## config.mk

```make
export PLATFORM = sky130hd
export DESIGN_NAME = llr_demapper
export DESIGN_NICKNAME = d
export VERILOG_FILES = /design/src/rtl/llr_demap_pkg.sv /design/src/rtl/llr_fold.sv /design/src/rtl/llr_kernel.sv /design/src/rtl/llr_scale_sat.sv /design/src/rtl/llr_demapper.sv
export SDC_FILE = /design/constraint.sdc
export NUM_CORES = 2
export LEC_CHECK = 0
export CAP_MARGIN = 25
export CELL_PAD_IN_SITES_DETAIL_PLACEMENT = 0
export CELL_PAD_IN_SITES_GLOBAL_PLACEMENT = 2
export CORE_AREA = 3 3 250 301
export CTS_CLUSTER_SIZE = 40
export DETAILED_ROUTE_END_ITERATION = 6
export DIE_AREA = 0 0 253 304
export PLACE_DENSITY_LB_ADDON = 0.1
export SLEW_MARGIN = 20
export SYNTH_ARGS = -nofsm -noshare
export SYNTH_HDL_FRONTEND = slang
export SYNTH_SLANG_ARGS = --single-unit
```

## constraint.sdc

```tcl
create_clock -name clk -period 8.4 [get_ports clk]
set_input_delay 1.68 -clock clk [delete_from_list [all_inputs] [get_ports clk]]
set_output_delay 1.68 -clock clk [all_outputs]
set_load 0.1 [all_outputs]
```

## src/rtl/llr_demap_pkg.sv

```systemverilog
package llr_demap_pkg;
  localparam int LANES   = 4;   // c1, c2, c3, c4
  localparam int PAM_MAX = 15;  // nominal outer level of each 16-PAM axis
endpackage

```

## src/rtl/llr_fold.sv

```systemverilog
// Stage 1: offset, rotation and modulo-4 fold of both coordinates.
module llr_fold #(
  parameter int IN_W    = 14,
  parameter int IN_FRAC = 5,
  parameter int T_FRAC  = IN_FRAC + 2,
  parameter int T_W     = T_FRAC + 2
) (
  input  logic                    clk,
  input  logic                    rst,
  input  logic signed [IN_W-1:0]  rx_a,
  input  logic signed [IN_W-1:0]  rx_b,
  output logic [T_W-1:0]          t_q [llr_demap_pkg::LANES]
);
  import llr_demap_pkg::*;

  // (a+15)/2 and (b+15)/2 rotated by 0.5*[[1,-1],[1,1]] gives (a-b)/4 and
  // (a+b+30)/4; the divide by 4 moves the binary point by two places, so
  // the integer code is unchanged and the modulo is a mask to T_W bits.
  localparam logic [T_W-1:0] OFFS = T_W'((2 * PAM_MAX) << IN_FRAC);
  localparam logic [T_W-1:0] ONE  = T_W'(1 << T_FRAC);

  logic [T_W-1:0] a_lo, b_lo, u_mod, v_mod;

  always_comb begin
    a_lo  = rx_a[T_W-1:0];
    b_lo  = rx_b[T_W-1:0];
    u_mod = a_lo - b_lo;
    v_mod = a_lo + b_lo + OFFS;
  end

  always_ff @(posedge clk) begin
    if (rst) begin
      for (int i = 0; i < LANES; i++) t_q[i] <= '0;
    end else begin
      t_q[0] <= u_mod;
      t_q[1] <= u_mod + ONE;
      t_q[2] <= v_mod;
      t_q[3] <= v_mod + ONE;
    end
  end
endmodule

```

## src/rtl/llr_kernel.sv

```systemverilog
// Stage 2: piecewise-linear bit metric over one modulo-4 period.
module llr_kernel #(
  parameter int T_FRAC = 7,
  parameter int T_W    = T_FRAC + 2
) (
  input  logic                  clk,
  input  logic                  rst,
  input  logic [T_W-1:0]        t_in,
  output logic signed [T_W-1:0] f_q
);
  localparam int HALF = 1 << (T_FRAC - 1);
  localparam logic [T_W-1:0] BRK_LO = T_W'(HALF);      // 0.5
  localparam logic [T_W-1:0] BRK_HI = T_W'(5 * HALF);  // 2.5
  localparam logic [T_W-1:0] C_H    = T_W'(HALF);
  localparam logic [T_W-1:0] C_3H   = T_W'(3 * HALF);
  localparam logic [T_W-1:0] C_7H   = T_W'(7 * HALF);
  localparam logic signed [T_W-1:0] K_MAX = T_W'(2 * HALF);

  // Every segment result lies within +-1.0, which fits T_W signed bits, so
  // wrap-around arithmetic in T_W bits yields the exact two's complement.
  logic [T_W-1:0] seg;

  always_comb begin
    if (t_in < BRK_LO)      seg = t_in + C_H;
    else if (t_in < BRK_HI) seg = C_3H - t_in;
    else                    seg = t_in - C_7H;
  end

  always_ff @(posedge clk) begin
    if (rst) f_q <= '0;
    else     f_q <= $signed(seg);
  end

  AST_KERNEL_BOUND: assert property (@(posedge clk) disable iff (rst)
    (f_q <= K_MAX) && (f_q >= -K_MAX));
endmodule

```

## src/rtl/llr_scale_sat.sv

```systemverilog
// Stage 3: noise weighting, requantization and symmetric saturation.
module llr_scale_sat #(
  parameter int K_W     = 9,
  parameter int K_FRAC  = 7,
  parameter int SC_W    = 16,
  parameter int SC_FRAC = 4,
  parameter int LLR_W   = 16,
  parameter int LLR_FRAC = 5
) (
  input  logic                    clk,
  input  logic                    rst,
  input  logic signed [K_W-1:0]   f_in,
  input  logic [SC_W-1:0]         sc_in,
  output logic signed [LLR_W-1:0] llr_q
);
  localparam int PW = K_W + SC_W + 1;
  localparam int SH = K_FRAC + SC_FRAC - LLR_FRAC;
  localparam logic signed [PW-1:0] POS_LIM = PW'((1 << (LLR_W - 1)) - 1);
  localparam logic signed [PW-1:0] NEG_LIM = -POS_LIM;
  localparam logic signed [LLR_W-1:0] MOST_NEG = {1'b1, {(LLR_W-1){1'b0}}};

  logic signed [PW-1:0] prod, shifted;

  always_comb begin
    prod    = PW'(f_in) * $signed({{(K_W){1'b0}}, sc_in});
    shifted = prod >>> SH;
  end

  always_ff @(posedge clk) begin
    if (rst)                    llr_q <= '0;
    else if (shifted > POS_LIM) llr_q <= POS_LIM[LLR_W-1:0];
    else if (shifted < NEG_LIM) llr_q <= NEG_LIM[LLR_W-1:0];
    else                        llr_q <= shifted[LLR_W-1:0];
  end

  AST_SIGN_POS: assert property (@(posedge clk) disable iff (rst)
    (f_in >= 0) |=> (llr_q >= 0));
  AST_SIGN_NEG: assert property (@(posedge clk) disable iff (rst)
    ((f_in < 0) && (sc_in != '0)) |=> (llr_q < 0));
  AST_ZERO_WEIGHT: assert property (@(posedge clk) disable iff (rst)
    (sc_in == '0) |=> (llr_q == '0));
  AST_NO_MOST_NEG: assert property (@(posedge clk) disable iff (rst)
    llr_q != MOST_NEG);
endmodule

```

## src/rtl/llr_demapper.sv

```systemverilog
module llr_demapper #(
  parameter int IN_W     = 14,
  parameter int IN_FRAC  = 5,
  parameter int SC_W     = 16,
  parameter int SC_FRAC  = 4,
  parameter int LLR_W    = 16,
  parameter int LLR_FRAC = 5
) (
  input  logic                    clk,
  input  logic                    rst,
  input  logic                    in_valid,
  input  logic signed [IN_W-1:0]  rx_a,
  input  logic signed [IN_W-1:0]  rx_b,
  input  logic [SC_W-1:0]         inv_noise,
  output logic                    out_valid,
  output logic signed [LLR_W-1:0] llr_c1,
  output logic signed [LLR_W-1:0] llr_c2,
  output logic signed [LLR_W-1:0] llr_c3,
  output logic signed [LLR_W-1:0] llr_c4
);
  import llr_demap_pkg::*;

  localparam int T_FRAC = IN_FRAC + 2;
  localparam int T_W    = T_FRAC + 2;
  localparam int DEPTH  = 3;

  logic [T_W-1:0]          t_s1 [LANES];
  logic signed [T_W-1:0]   f_s2 [LANES];
  logic signed [LLR_W-1:0] llr_s3 [LANES];
  logic [SC_W-1:0]         sc_s1, sc_s2;
  logic [DEPTH-1:0]        vld;

  always_ff @(posedge clk) begin
    if (rst) begin
      sc_s1 <= '0;
      sc_s2 <= '0;
      vld   <= '0;
    end else begin
      sc_s1 <= inv_noise;
      sc_s2 <= sc_s1;
      vld   <= {vld[DEPTH-2:0], in_valid};
    end
  end

  llr_fold #(
    .IN_W(IN_W), .IN_FRAC(IN_FRAC), .T_FRAC(T_FRAC), .T_W(T_W)
  ) u_fold (
    .clk(clk), .rst(rst), .rx_a(rx_a), .rx_b(rx_b), .t_q(t_s1)
  );

  for (genvar g = 0; g < LANES; g++) begin : g_lane
    llr_kernel #(.T_FRAC(T_FRAC), .T_W(T_W)) u_kern (
      .clk(clk), .rst(rst), .t_in(t_s1[g]), .f_q(f_s2[g])
    );
    llr_scale_sat #(
      .K_W(T_W), .K_FRAC(T_FRAC), .SC_W(SC_W), .SC_FRAC(SC_FRAC),
      .LLR_W(LLR_W), .LLR_FRAC(LLR_FRAC)
    ) u_scale (
      .clk(clk), .rst(rst), .f_in(f_s2[g]), .sc_in(sc_s2), .llr_q(llr_s3[g])
    );
  end

  assign out_valid = vld[DEPTH-1];
  assign llr_c1    = llr_s3[0];
  assign llr_c2    = llr_s3[1];
  assign llr_c3    = llr_s3[2];
  assign llr_c4    = llr_s3[3];

  AST_VALID_LATENCY: assert property (@(posedge clk) disable iff (rst)
    out_valid |-> $past(in_valid, 3));
  AST_VALID_SOURCE: assert property (@(posedge clk) disable iff (rst)
    in_valid |-> ##3 out_valid);
endmodule

```

Word level (Yosys, flattened, before mapping)
Cells that the tools add are included.
- logic and storage cells: 76
- output and inout port bits: 65
- register bits: 171
- input port bits: 47
- multiply operators: 4
- reduce and logical (&&, ||, !) cells: 4
- $lt $le $gt $ge: 16
- add/subtract/negate cells: 17
- mux-type cells: 16
- operators with widths (kind ; count):
    multiplier 9 x 17 -> 26 bit ; 4
    greater-than comparator 20 x 16 -> 1 bit (second input constant) ; 4
    < comparator 20 x 16 -> 1 bit (second input constant) ; 4
    two-way mux 9 bit ; 8
    two-way mux 16 bit ; 4
    two-way mux 15 bit ; 4
    adder 9 x 7 -> 9 bit (second input constant) ; 4
    < comparator 9 x 7 -> 1 bit (second input constant) ; 4
    < comparator 9 bit (second input constant) ; 4
    subtractor 8 x 9 -> 9 bit (first input constant) ; 4
    subtractor 9 bit (second input constant) ; 4
    adder 9 x 8 -> 9 bit (second input constant) ; 2
    adder 9 bit ; 1
    adder 9 bit (second input constant) ; 1
    subtractor 9 bit ; 1
    OR reduction 2 bit ; 4

Longest topological paths before layout
- word-level depth: 4
- mapped depth: 24
- mapped depth without buffers: 21

Hierarchy
A second synthesis with hierarchy kept.
- cells, all modules: 2972
- area total of the unflattened synthesis: 27022.2 µm²
- by module, submodules not included (module ; area each (µm²) ; cells each ; sequential area each (µm²) ; times used):
    llr_scale_sat (g_lane[0].u_scale ...) ; 5550.3 ; 623 ; 320.3 ; 2
    llr_scale_sat (g_lane[3].u_scale) ; 5886.9 ; 658 ; 320.3 ; 1
    llr_scale_sat (g_lane[2].u_scale) ; 5561.6 ; 599 ; 320.3 ; 1
    llr_kernel ; 485.5 ; 56 ; 180.2 ; 4
    llr_fold ; 1565.3 ; 172 ; 420.4 ; 1
    llr_demapper ; 965.9 ; 73 ; 700.7 ; 1

Least setup slack after synthesis
Ideal clock, no wire load.
- path type: register to register
- start point: register g_lane[3].u_kern.f_q[0] (netlist name)
- end point: register g_lane[0].u_scale.llr_q[8]
- required time: 8265 ps
- path buffers: 3
- cell stages (with the launch flop): 21
- library setup time: 135 ps
- period minus slack after synthesis: 6094 ps
- setup slack: 2306 ps
- arrival time: 5960 ps
- cell sequence: dfxtp_1 -> buf_6 -> clkbuf_1 -> nand2_1 -> fa_1 -> inv_1 -> fa_1 -> fa_1 -> fa_1 -> fa_1 -> ha_1 -> and4_1 -> and4_1 -> or3_1 -> a21oi_2 -> mux2_2 -> o311ai_1 -> a41o_1 -> a21o_1 -> buf_2 -> o21ai_0
- RTL lines (element ; line ; source):
    to (signal assigned) ; llr_scale_sat.sv:31 ; else if (shifted > POS_LIM) llr_q <= POS_LIM[LLR_W-1:0];
    to (signal assigned) ; llr_scale_sat.sv:32 ; else if (shifted < NEG_LIM) llr_q <= NEG_LIM[LLR_W-1:0];
    to (signal assigned) ; llr_scale_sat.sv:33 ; else llr_q <= shifted[LLR_W-1:0];
    to (decl) ; llr_scale_sat.sv:14 ; output logic signed [LLR_W-1:0] llr_q

==> flow_summary.ini <==
[outcome]
outcome = finished, final reports clean

[sta]
hold_violations = 0
finalCriticalPeriod_ns = 7.35
post-route-period-util_pct = 87.5
rsz0062_at_grt = false
slew_violations = 0
clock.fmax_mhz = 136
finalSetupTns_ns = 0
fin_ws_ns = 1.05
fin_skew_ns = 0.0131
setup_viol = 0
worst_slew_pin_slew_ns = 1.06
relSlewSlack_pct = 29.2

[final_layout]
diodes = 0
fillers = 7422
nets = 3515
final-seq-area_um2 = 3070
final_cell_mix = fa_1 (398), inv_1 (352), and2_1 (298)
drive_gt1_share_pct = 3.72
stdcell_area_um2 = 27800
area_delta_synth_final_pct = 9.77
final_common_cell = fa_1
multi_input_area_um2 = 20400

[placement]
post_dp_cell_area_um2 = 27200
pre_cts_slack_ns = 0.956
io_buffers = 101
gp_congestion = 0.822
dp_hpwl_um = 54000

[logic_synthesis]
synth-async-reset-ratio_pct = 0
synth_cells = 2772
synth_compound_area_share_pct = 11.2
synth_area_um2 = 25300
synth_edf_count = 0
ys_seq_area_share_pct = 12.1
avgSynthCellArea_um2 = 9.13
synth_fa_ha_area_share_pct = 45.6
synth_top_family_by_area = adder cells
synth_xor_area_share_pct = 3.49
ys_types = 92
synthFlopType = dfxtp_1
syn-num-nets = 3502
ys_ff_latch = 153
synthSimpleGateAreaFrac_pct = 19.8
yosysWarningCount = 0
synth_mux_area_share_pct = 0.450

[worst_setup_path]
crit_path_start_kind = flop
critPathArrivalTime_ns = 7.72
worst-setup-path-type = reg2reg
cp_common_cell = fa_1
path_max_fanout = 18
cp_cell_sequence = nand2_1, fa_1, inv_1, fa_1, fa_1, fa_1, ha_1, ha_1, a21oi_1, o22ai_1, a211o_1, a21o_1, and4_1, o41ai_1, and3_1, nand3_1, o311a_1
cp_data_required_time_ns = 8.77
end_kind = flop
critPathMaxStageDelay_ns = 0.93
crit_slowest_cell = dfxtp_1

[clock_network]
path_clk_slew_ns = 0.08
hold_buffers = 0
cts_tree = built
post_cts_buffers = 0
numCtsBuffers = 17
cts-root-buf = clkbuf_16
clkSinkCount = 153
cts_resized = 0
clk_latency_ns = 0.49
clockBufferDepth = 2
ctsHtreeMaxLevel = 4

[power_and_ir_drop]
powerDensity_nw_per_um2 = 187
vdd_drop_max_v = 0.000183
p_int_w = 0.00239
clockPowerShare_pct = 15.8
leakage_nw = 14.0
combPwrFrac_pct = 62.0
p_switching_w = 0.00280
switching_share_pct = 54.0
p_seq_share_pct = 22.2

[floorplan]
fp.dieW_um = 253
rows = 108
die_area_um2 = 76900
die-height_um = 304
core_um2 = 72400
start_util_pct = 34.9
pin_count = 112

[routing]
routed_via_density = 5.03
ant_nets = 0
drcViolationCount = 0
drt_iter0_drc = 732
dr.pass1.iters = 5
wirelength_um = 68300
wl_per_cell_um = 18.3
vias = 18800

[global_route]
grt_overflow = 0
grt_pass1_wl_um = 112000
antenna_found_initial = 1
grt_max_degree = 61
grt_use_total_pct = 18.5
grt_pass1_vias = 20200

[run]
maxCapViolations = 0

[worst_hold_path]
hp-class = reg2reg
-- flip-flops by register name, indices dropped and copies added (netlist names) --
register and flops:
sc_s1 16, u_fold.t_q 21, sc_s2 16, g_lane.u_scale.llr_q 64, g_lane.u_kern.f_q 33, vld 3
-- layout make-up --
class,instances,share of cell area [%]
clock buffers,17,1.53
clock inverters,15,0.680
inverters,352,4.76
multi-input cells,2134,73.4
flip-flops and latches,153,11.0
well taps,935,4.21
repair buffers,127,4.38
-- routing by layer --
metal / part of all wire (%) / GRT usage [%] / up-vias / wire length [µm]
met5: 0 / 0 / - / 0
met4: 1.5 / 4.16 / 0 / 995
met3: 2.9 / 2.31 / 39 / 2010
met2: 48 / 31.1 / 250 / 32700
met1: 48 / 25.4 / 9496 / 32600
li1: - / - / 9000 / -
-- per-stage QoR --
stage                     instances  power, W  hold slack (ns)  util, %
after detailed placement       3701   0.00441            0.420     37.5
after global placement         3701   0.00441            0.422     37.5
final                          3733   0.00519            0.429     38.3
after floorplan                2772   0.00356            0.414        -
after global routing           3733   0.00566            0.455     38.3
after CTS                      3733   0.00528            0.436     38.3
-- worst paths after layout --
| path | cells after the start | slack [ns] | end | from |
|---|---|---|---|---|
| worst max-delay path | 17 | 1.05 | g_lane[2].u_scale.llr_q[0] | g_lane[3].u_kern.f_q[0] |
| worst min-delay path | 1 | 0.43 | sc_s2[4] | sc_s1[4] |
| worst max register to register | 17 | 1.05 | g_lane[2].u_scale.llr_q[0] | g_lane[3].u_kern.f_q[0] |
| worst min register to register | 1 | 0.43 | sc_s2[4] | sc_s1[4] |
-- logic make-up (layout without fill, tap and decap cells) --
kind of cell               after synthesis  after routing
and+or+nand+nor                        933            933
adders and majority gates              683            683
buffers and inverters                  485            511
AOI/OAI and AO/OA                      407            407
DFF                                    153            153
xor gates and xnor gates               100            100
muxes                                   11             11
-- cell usage after synthesis, drive strengths merged (6+ instances only) --
cell type	count	area share, %
a211o	15	0.52
nor4	6	0.15
o211ai	8	0.24
nand3b	6	0.18
o21a	20	0.59
inv	352	5.2
ha	285	14
a41oi	7	0.35
nand2	252	3.7
nand3	20	0.40
or4	9	0.30
o31ai	19	0.56
or3	17	0.44
and4	8	0.28
nand2b	26	0.64
dfxtp	153	12
nor2	113	1.7
a31oi	10	0.31
fa	398	31
xor2	47	1.6
a21oi	111	2.4
xnor2	53	1.9
and2	298	7.4
o2bb2ai	9	0.31
nor3	23	0.45
a21o	33	0.98
buf	16	0.41
clkbuf	117	1.7
o21ai	72	1.4
o311ai	6	0.21
o21bai	12	0.37
and3	9	0.24
nand4	20	0.49
nor2b	104	2.6
a2111oi	6	0.31
mux2i	8	0.32
a211oi	17	0.50
a311oi	7	0.27
-- power by group through the flow --
stage	logic, W	clock network [W]	registers, W
after floorplan	0.00183	0	0.00174
after global placement	0.00323	0	0.00117
after detailed placement	0.00323	0	0.00118
after CTS	0.00326	0.000856	0.00116
after global routing	0.00358	0.000883	0.00119
final	0.00322	0.000822	0.00115
-- worst max-delay path: cells and delay by family (launching register included) --
family / cells / cell delay [ns]
fa+ha+maj: 6 / 2.85
compound gates: 6 / 1.83
simple gates: 4 / 1.55
flops: 1 / 0.93
buf+inv: 1 / 0.06
(Power assumes the default switching activity.)
